**src/rtl/bdma_pkg.sv**
```systemverilog
package bdma_pkg;
  typedef enum logic [2:0] {
    ST_IDLE, ST_REQ, ST_ADDR, ST_DATA, ST_BACKOFF
  } mst_state_t;

  localparam logic [1:0] OFS_START = 2'd0;
  localparam logic [1:0] OFS_LEN   = 2'd1;
  localparam logic [1:0] OFS_CTRL  = 2'd2;
  localparam logic [1:0] OFS_CUR   = 2'd3;

  localparam int STAT_SHIFT = 16;
endpackage

```
**src/rtl/bdma_regs.sv**
```systemverilog
module bdma_regs
  import bdma_pkg::*;
#(
  parameter int DW = 32,
  parameter int AW = 32,
  parameter int CW = 16
) (
  input  logic          clk,
  input  logic          rst,
  input  logic          reg_xfer,
  input  logic          reg_dir,
  input  logic [1:0]    reg_addr,
  input  logic [DW-1:0] reg_wdata,
  output logic [DW-1:0] reg_rdata,
  input  logic          busy,
  input  logic          done,
  input  logic [CW-1:0] remain,
  input  logic [AW-1:0] cur_addr,
  output logic [AW-1:0] cfg_start,
  output logic [CW-1:0] cfg_len,
  output logic          go,
  output logic          clr
);
  logic          wr_en;
  logic          rd_en;
  logic [DW-1:0] stat_word;
  logic [DW-1:0] rd_mux;

  assign wr_en = reg_xfer & reg_dir;
  assign rd_en = reg_xfer & ~reg_dir;
  assign go    = wr_en && (reg_addr == OFS_CTRL) && reg_wdata[0];
  assign clr   = wr_en && (reg_addr == OFS_CTRL) && reg_wdata[1];

  always_comb begin
    stat_word = '0;
    stat_word[0] = busy;
    stat_word[1] = done;
    stat_word[STAT_SHIFT +: CW] = remain;
  end

  always_comb begin
    case (reg_addr)
      OFS_START: rd_mux = DW'(cfg_start);
      OFS_LEN:   rd_mux = DW'(cfg_len);
      OFS_CTRL:  rd_mux = stat_word;
      default:   rd_mux = DW'(cur_addr);
    endcase
  end

  always_ff @(posedge clk) begin
    if (rst) begin
      cfg_start <= '0;
      cfg_len   <= '0;
      reg_rdata <= '0;
    end else begin
      if (wr_en && reg_addr == OFS_START) cfg_start <= reg_wdata[AW-1:0];
      if (wr_en && reg_addr == OFS_LEN)   cfg_len   <= reg_wdata[CW-1:0];
      if (rd_en) reg_rdata <= rd_mux;
    end
  end
endmodule

```
**src/rtl/bdma_master.sv**
```systemverilog
module bdma_master
  import bdma_pkg::*;
#(
  parameter int AW = 32,
  parameter int CW = 16
) (
  input  logic          clk,
  input  logic          rst,
  input  logic          go,
  input  logic          clr,
  input  logic [AW-1:0] cfg_start,
  input  logic [CW-1:0] cfg_len,
  input  logic          bus_gnt,
  input  logic          bus_stop,
  output logic          bus_req,
  output logic          bus_start,
  output logic [AW-1:0] bus_addr,
  output logic          bus_valid,
  output logic          src_pop,
  output logic          busy,
  output logic          done,
  output logic [CW-1:0] remain,
  output logic [AW-1:0] cur_addr
);
  mst_state_t state;
  logic       accept;
  logic       last_word;

  assign accept    = bus_valid & ~bus_stop;
  assign last_word = (remain == CW'(1));
  assign src_pop   = accept;
  assign busy      = (state != ST_IDLE);

  always_ff @(posedge clk) begin
    if (rst) begin
      state     <= ST_IDLE;
      bus_req   <= 1'b0;
      bus_start <= 1'b0;
      bus_valid <= 1'b0;
      bus_addr  <= '0;
      cur_addr  <= '0;
      remain    <= '0;
      done      <= 1'b0;
    end else begin
      bus_start <= 1'b0;
      if (clr) done <= 1'b0;
      case (state)
        ST_IDLE: begin
          if (go) begin
            if (cfg_len == '0) begin
              done <= 1'b1;
            end else begin
              state    <= ST_REQ;
              bus_req  <= 1'b1;
              cur_addr <= cfg_start;
              remain   <= cfg_len;
              done     <= 1'b0;
            end
          end
        end
        ST_REQ: begin
          if (bus_gnt) begin
            state     <= ST_ADDR;
            bus_start <= 1'b1;
            bus_addr  <= cur_addr;
          end
        end
        ST_ADDR: begin
          state     <= ST_DATA;
          bus_valid <= 1'b1;
        end
        ST_DATA: begin
          if (bus_stop) begin
            state     <= ST_BACKOFF;
            bus_valid <= 1'b0;
            bus_req   <= 1'b0;
          end else begin
            cur_addr <= cur_addr + AW'(1);
            remain   <= remain - CW'(1);
            if (last_word) begin
              state     <= ST_IDLE;
              bus_valid <= 1'b0;
              bus_req   <= 1'b0;
              done      <= 1'b1;
            end
          end
        end
        ST_BACKOFF: begin
          state   <= ST_REQ;
          bus_req <= 1'b1;
        end
        default: state <= ST_IDLE;
      endcase
    end
  end
endmodule

```
**src/rtl/burst_dma_wr.sv**
```systemverilog
module burst_dma_wr
  import bdma_pkg::*;
#(
  parameter int DW = 32,
  parameter int AW = 32,
  parameter int CW = 16
) (
  input  logic          clk,
  input  logic          rst,
  input  logic          reg_xfer,
  input  logic          reg_dir,
  input  logic [1:0]    reg_addr,
  input  logic [DW-1:0] reg_wdata,
  output logic [DW-1:0] reg_rdata,
  input  logic [DW-1:0] src_data,
  output logic          src_pop,
  output logic          bus_req,
  input  logic          bus_gnt,
  output logic          bus_start,
  output logic [AW-1:0] bus_addr,
  output logic          bus_valid,
  output logic [DW-1:0] bus_data,
  input  logic          bus_stop,
  output logic          irq
);
  logic          go, clr, busy, done;
  logic [AW-1:0] cfg_start, cur_addr;
  logic [CW-1:0] cfg_len, remain;

  bdma_regs #(.DW(DW), .AW(AW), .CW(CW)) u_regs (
    .clk(clk), .rst(rst),
    .reg_xfer(reg_xfer), .reg_dir(reg_dir), .reg_addr(reg_addr),
    .reg_wdata(reg_wdata), .reg_rdata(reg_rdata),
    .busy(busy), .done(done), .remain(remain), .cur_addr(cur_addr),
    .cfg_start(cfg_start), .cfg_len(cfg_len), .go(go), .clr(clr)
  );

  bdma_master #(.AW(AW), .CW(CW)) u_mst (
    .clk(clk), .rst(rst), .go(go), .clr(clr),
    .cfg_start(cfg_start), .cfg_len(cfg_len),
    .bus_gnt(bus_gnt), .bus_stop(bus_stop),
    .bus_req(bus_req), .bus_start(bus_start), .bus_addr(bus_addr),
    .bus_valid(bus_valid), .src_pop(src_pop),
    .busy(busy), .done(done), .remain(remain), .cur_addr(cur_addr)
  );

  assign bus_data = src_data;
  assign irq      = done;
endmodule

```
**config.mk**
```make
export PLATFORM = sky130hd
export DESIGN_NAME = burst_dma_wr
export DESIGN_NICKNAME = d
export VERILOG_FILES = /design/src/rtl/bdma_pkg.sv /design/src/rtl/bdma_regs.sv /design/src/rtl/bdma_master.sv /design/src/rtl/burst_dma_wr.sv
export SDC_FILE = /design/constraint.sdc
export NUM_CORES = 1
export LEC_CHECK = 0
export ABC_AREA = 0
export ABC_CLOCK_PERIOD_IN_PS = 2560
export CAP_MARGIN = 10
export CORE_MARGIN = 1.5
export CORE_UTILIZATION = 52
export CTS_CLUSTER_SIZE = 12
export DETAILED_ROUTE_END_ITERATION = 7
export GPL_ROUTABILITY_DRIVEN = 0
export PLACE_DENSITY = 0.79
export SLEW_MARGIN = 10
export SYNTH_ARGS = -nofsm -noshare
export SYNTH_HDL_FRONTEND = slang
export SYNTH_SLANG_ARGS = --single-unit
```
**constraint.sdc**
```tcl
create_clock -name clk -period 2.56 [get_ports clk]
set_input_delay 0.512 -clock clk [delete_from_list [all_inputs] [get_ports clk]]
set_output_delay 0.512 -clock clk [all_outputs]
set_load 0.01 [all_outputs]
```
==> flow_metrics.env, run 1 <==
export IMPL_cts_sinks=167
export IMPL_yosysSeqAreaShare=0.399
export IMPL_numCtsBuffers=17
export IMPL_status="complete, but fails checks"
export IMPL_avgViaCountPerCell=6.09
export IMPL_grt_util_all_layers=0.304
export IMPL_die_area_sq_um=16900
export IMPL_post_cts_buffers=0
export IMPL_final_area_sq_um=10200
export IMPL_worst_path_max_delay_cell="clkdlybuf4s50_1"
export IMPL_grt_pass1_wl_mm=39.9
export IMPL_violations="DRC"
export IMPL_use_met1=0.415
export IMPL_power_density_nw_per_um2=547
export IMPL_multi_input_area_sq_um=4420
export IMPL_final_cells=1392
export IMPL_grt_use_met3=0.0783
export IMPL_fmax_mhz=413
export IMPL_drive_gt1_frac=0.108
export IMPL_drtIter0Drc=1188
export IMPL_synth_cell_type_count=67
export IMPL_dp_cells=1360
export IMPL_synth_flop_cell="dfxtp_1"
export IMPL_ys_warn_count=0
export IMPL_clk_pin_slew_worst_paths_ns=0.06
export IMPL_htree_levels=4
export IMPL_seq_area_sq_um=3340
export IMPL_period_minus_slack_ns=2.42
export IMPL_cpPeakStageDelay_ns=0.65
export IMPL_arrival_ns=1.91
export IMPL_hold_viol_final=0
export IMPL_crit_path_max_fanout=13
export IMPL_area_growth_pct=21.4
export IMPL_synth_top_area_frac=0.399
export IMPL_clockRootBuffer="clkbuf_16"
export IMPL_syn_nets=1176
export IMPL_dp_slack_ns=0.0731
export IMPL_num_vias=8482
export IMPL_cts_resized=0
export IMPL_crit_path_start_kind="primary input"
export IMPL_syn_inst=1101
export IMPL_synth_area_per_cell_sq_um=7.61
export IMPL_totalPowerFinal_mw=5.56
export IMPL_grtUsageMet2=0.457
export IMPL_clk_path_buf_depth=2
export IMPL_crit_top_cell="clkdlybuf4s50_1"
export IMPL_boundaryPins=173
export IMPL_dr_pass1_iters=8
export IMPL_cap_violations=0
export IMPL_ant_nets=0
export IMPL_synth_common_cells="nand2_1, dfxtp_1, a21oi_1"
export IMPL_async_reset_ff_frac=0
export IMPL_grt_max_degree=69
export IMPL_io_buffers=108
export IMPL_grt_overflow_total=0
export IMPL_drc=1
export IMPL_cp_cell_sequence="clkdlybuf4s50_1, nor2b_1, clkdlybuf4s50_1"
export IMPL_rsz0062_at_grt="false"
export IMPL_die_h_microns=130
export IMPL_peakVddDrop_mv=0.468
export IMPL_num_rows=46
export IMPL_crit_type="primary input to output port"
export IMPL_p_leak_nw=3.48
export IMPL_n_antenna_cell=0
export IMPL_setup_tns_ns=0
export IMPL_relSlewSlack=0.581
export IMPL_final_setup_viol_count=0
export IMPL_synth_top_area_cell="dfxtp_1"
export IMPL_worstSetupEndpointType="output port"
export IMPL_min_period_over_period=0.946
export IMPL_synth_edf_count=0
export IMPL_dieWidth_microns=130
export IMPL_place_area_sq_um=9620
export IMPL_finalWorstSetupSlack_ns=0.139
export IMPL_ys_ff_latch=167
export IMPL_insertion_delay_ns=0.43
export IMPL_worst_hold_slack_ns=0.452
export IMPL_critPathRequiredTime_ns=2.05
export IMPL_netlist_area_sq_um=8380
export IMPL_initial_core_util=0.529
export IMPL_nets=1238
export IMPL_holdCritPathClass="flop to flop"
export IMPL_fillers=1375
export IMPL_coreArea_sq_um=15800
export IMPL_first_global_vias=7648
export IMPL_hpwl_mm=17.7
export IMPL_postCtsHoldBufs=0
export IMPL_slew_violations=0
export IMPL_wl_mm=25.1
export IMPL_wire_per_inst_microns=18.0
export IMPL_netlist_top_cells_area="dfxtp_1, nand2_1, a21oi_1"
export IMPL_yosysMostFrequentCell="nand2_1"
export IMPL_finClkSkew_ns=0.00953
export IMPL_antenna_found_initial=0
export IMPL_fin_util=0.643
export IMPL_cts_tree="done"
export IMPL_gr_max_usage_layer="met2"
export IMPL_tightest_slew_ns=0.627
==> power breakdown <==
group / internal, mW / leakage, nW / total, mW / switching (mW)
combinational: 0.204 / 1.86 / 0.457 / 0.254
sequential: 2.65 / 1.35 / 2.69 / 0.0415
clock: 1.30 / 0.266 / 2.41 / 1.11
==> cell usage in the layout, fill, tap and decap left out, drive strengths merged, types with 4 or more instances in the layout <==
master         netlist  routed
a22oi               16      16
a31oi               11      11
nor2                82      82
nand4               14      14
clkdlybuf4s50        0     106
a21o                 5       5
and2                 8       8
nor3                16      16
o21ai               50      50
mux2                15      15
buf                 56      62
inv                  6       9
dfxtp              167     167
nor2b                4       4
nand3               28      28
or3                  4       4
and3                11      11
a21oi              151     151
mux2i               17      17
a211oi              34      34
o31ai               10      10
clkbuf              69      19
o2bb2ai              4       4
nand2              242     242
o41ai                5       5
nor4                14      14
a311oi               4       4
and4                 8       8
o22ai                4       4
clkinv               0       7
==> cells by family (layout without fill, tap and decap cells) <==
logic type      after synthesis  count (layout)  share of synthesized area
flops                       167             167                      0.399
fa+ha+maj                     3               3                    0.00448
mux                          34              34                     0.0458
simple gates                452             452                      0.250
buf+inv                     131             206                     0.0756
compound gates              314             314                      0.225
==> registers in the layout, summed over array words and instances, names as in the netlist <==
name              flops
u_mst.bus_addr       32
u_mst.cur_addr       32
u_regs.cfg_start     32
u_regs.reg_rdata     32
u_mst.remain         16
u_regs.cfg_len       16
u_mst.state           3
u_mst.bus_req         1
u_mst.bus_start       1
u_mst.bus_valid       1
u_mst.done            1
==> layout make-up <==
type / count / share of cell area
clock buffer: 19 / 0.0445
timing repair buffer: 168 / 0.154
inverter: 6 / 0.00221
tap: 216 / 0.0266
clock inverter: 13 / 0.00972
multi-input combinational: 803 / 0.435
sequential: 167 / 0.329
==> final timing paths <==
kind | startpoint | end | slack, ns | cells after the start
min | u_mst.bus_addr[0] | u_mst.bus_addr[0] | 0.45 | 2
max | bus_stop | src_pop | 0.14 | 3
max reg2reg | u_mst.cur_addr[3] | u_mst.cur_addr[27] | 0.35 | 5
min reg2reg | u_mst.bus_addr[0] | u_mst.bus_addr[0] | 0.45 | 2
==> worst max-delay path, delay by kind of cell <==
family | cells | cell delay (ns)
and+or+nand+nor | 1 | 0.19
buffers and inverters | 2 | 1.19
==> routing by layer <==
| layer | vias to the layer above | wire length [microns] |
|---|---|---|
| met5 | - | 0 |
| met2 | 521 | 11200 |
| met1 | 3916 | 10600 |
| li1 | 3987 | - |
| met3 | 58 | 2560 |
| met4 | 0 | 708 |
Power figures use the tool's default switching activity.
==> run 2, diff against run 1 <==
- CORE_MARGIN: 1.5 -> 4
==> run 2 against run 1 <==
Sequential power about the same. Combinational power barely moved. The run now ends clean. Global-route usage fell by 2.8 points. Worst hold slack worse by 0.0057 ns. Flip-flop and latch count unchanged. Count of clock-buffer cells in the layout fell by 2. Fmax up 1.0%. Sequential share of layout area up 0.20 points. Cell count is 0.65% lower. Critical endpoint unchanged. Register-to-register slack worse by 0.16 ns.
==> flow_metrics.env, run 2 (synthesis results as in run 1) <==
export IMPL_tightest_slew_ns=0.754
export IMPL_drtIter0Drc=1278
export IMPL_fillers=1405
export IMPL_die_h_microns=135
export IMPL_num_vias=8470
export IMPL_p_leak_nw=3.43
export IMPL_clk_pin_slew_worst_paths_ns=0.07
export IMPL_coreArea_sq_um=15800
export IMPL_holdCritPathClass="primary input to flop"
export IMPL_path_delay_family="buffers and inverters"
export IMPL_first_global_vias=7659
export IMPL_grt_overflow_total=0
export IMPL_place_area_sq_um=9540
export IMPL_crit_path_start_kind="primary input"
export IMPL_wl_mm=25.4
export IMPL_setup_tns_ns=0
export IMPL_critPathRequiredTime_ns=2.05
export IMPL_final_cell_mix="nand2_1, dfxtp_1, a21oi_1"
export IMPL_worstSetupEndpointType="output port"
export IMPL_final_common_cell="nand2_1"
export IMPL_period_minus_slack_ns=2.40
export IMPL_ant_nets=0
export IMPL_antenna_found_initial=0
export IMPL_cpPeakStageDelay_ns=0.63
export IMPL_htree_levels=4
export IMPL_status="finished, final reports clean"
export IMPL_boundaryPins=173
export IMPL_n_antenna_cell=0
export IMPL_cts_tree="done"
export IMPL_fmax_mhz=417
export IMPL_cts_sinks=167
export IMPL_min_period_over_period=0.936
export IMPL_rsz0062_at_grt="false"
export IMPL_peakVddDrop_mv=0.461
export IMPL_dr_pass1_iters=7
export IMPL_totalPowerFinal_mw=5.66
export IMPL_drive_gt1_frac=0.101
export IMPL_cap_violations=0
export IMPL_crit_path_max_fanout=11
export IMPL_grt_pass1_wl_mm=40.3
export IMPL_die_area_sq_um=18200
export IMPL_hold_viol_final=0
export IMPL_postCtsHoldBufs=0
export IMPL_insertion_delay_ns=0.44
export IMPL_worst_path_max_delay_cell="clkdlybuf4s50_1"
export IMPL_initial_core_util=0.529
export IMPL_cts_resized=0
export IMPL_dieWidth_microns=135
export IMPL_final_area_sq_um=10100
export IMPL_numCtsBuffers=17
export IMPL_power_density_nw_per_um2=560
export IMPL_wire_per_inst_microns=18.4
export IMPL_finClkSkew_ns=0.00769
export IMPL_num_rows=46
export IMPL_grt_util_all_layers=0.276
export IMPL_avgViaCountPerCell=6.12
export IMPL_arrival_ns=1.88
export IMPL_post_cts_buffers=0
export IMPL_clk_path_buf_depth=2
export IMPL_hpwl_mm=18.1
export IMPL_cp_cell_sequence="clkdlybuf4s50_1, nor2b_1, clkdlybuf4s50_1"
export IMPL_drc=0
export IMPL_area_growth_pct=20.7
export IMPL_grt_max_degree=104
export IMPL_crit_top_cell="clkdlybuf4s50_1"
export IMPL_slew_violations=0
export IMPL_relSlewSlack=0.496
export IMPL_crit_type="primary input to output port"
export IMPL_nets=1229
export IMPL_clockRootBuffer="clkbuf_16"
export IMPL_path_buf_inv=2
export IMPL_io_buffers=108
export IMPL_final_setup_viol_count=0
-- run 2: cell types whose count changed in the layout (fill, tap and decap cells not counted) --
cell and change:
buf_12 -1, buf_4 -8, bufinv_16 +1, clkbuf_8 -2
clkinv_2 -2, clkinvlp_4 +1, inv_6 +1, inv_8 +1
-- run 2: worst register-to-register path, delay by kind of cell (launching register included) --
| kind | cells | cell delay, ns |
|---|---|---|
| compound gates | 2 | 0.35 |
| simple gates | 3 | 1.04 |
| flops | 1 | 0.55 |
| fa+ha+maj | 1 | 0.36 |
-- run 2: where the power goes --
part	internal (mW)	switching [mW]	total, mW
sequential	2.65	0.0450	2.69
clock	1.36	1.15	2.51
combinational	0.205	0.251	0.456
-- run 2: through the flow --
step	setup slack [ns]	hold slack, ns	cells	util
after global placement	0.173	0.442	1351	0.603
after CTS	0.173	0.441	1383	0.639
after detailed placement	0.150	0.447	1351	0.603
final	0.163	0.447	1383	0.639
after floorplan	0.560	0.444	1101	-
after global routing	0.0625	0.473	1383	0.639
-- run 2: path summary, 6_finish.rpt --
| path | start | end | slack [ns] | cells after the start |
|---|---|---|---|---|
| worst min-delay path | rst | u_mst.remain[10] | 0.45 | 2 |
| worst max-delay path | bus_stop | src_pop | 0.16 | 3 |
| worst min register to register | u_mst.bus_addr[30] | u_mst.bus_addr[30] | 0.45 | 2 |
| worst max register to register | u_mst.cur_addr[1] | u_mst.cur_addr[30] | 0.19 | 6 |
-- run 2: cell type report --
cell class / instances / area (sq um) / share of cell area
clock buffer: 17 / 425 / 0.0421
tap: 216 / 270 / 0.0267
multi-input combinational: 803 / 4420 / 0.437
timing repair buffer: 159 / 1480 / 0.147
inverter: 6 / 22.5 / 0.00223
sequential: 167 / 3340 / 0.331
clock inverter: 15 / 146 / 0.0145
-- run 2: routing by layer --
layer	up-vias	global-route usage	share of wire
li1	3979	-	-
met1	3915	0.383	0.42
met2	502	0.417	0.44
met3	74	0.0682	0.11
met4	0	0.105	0.029
met5	-	0	0
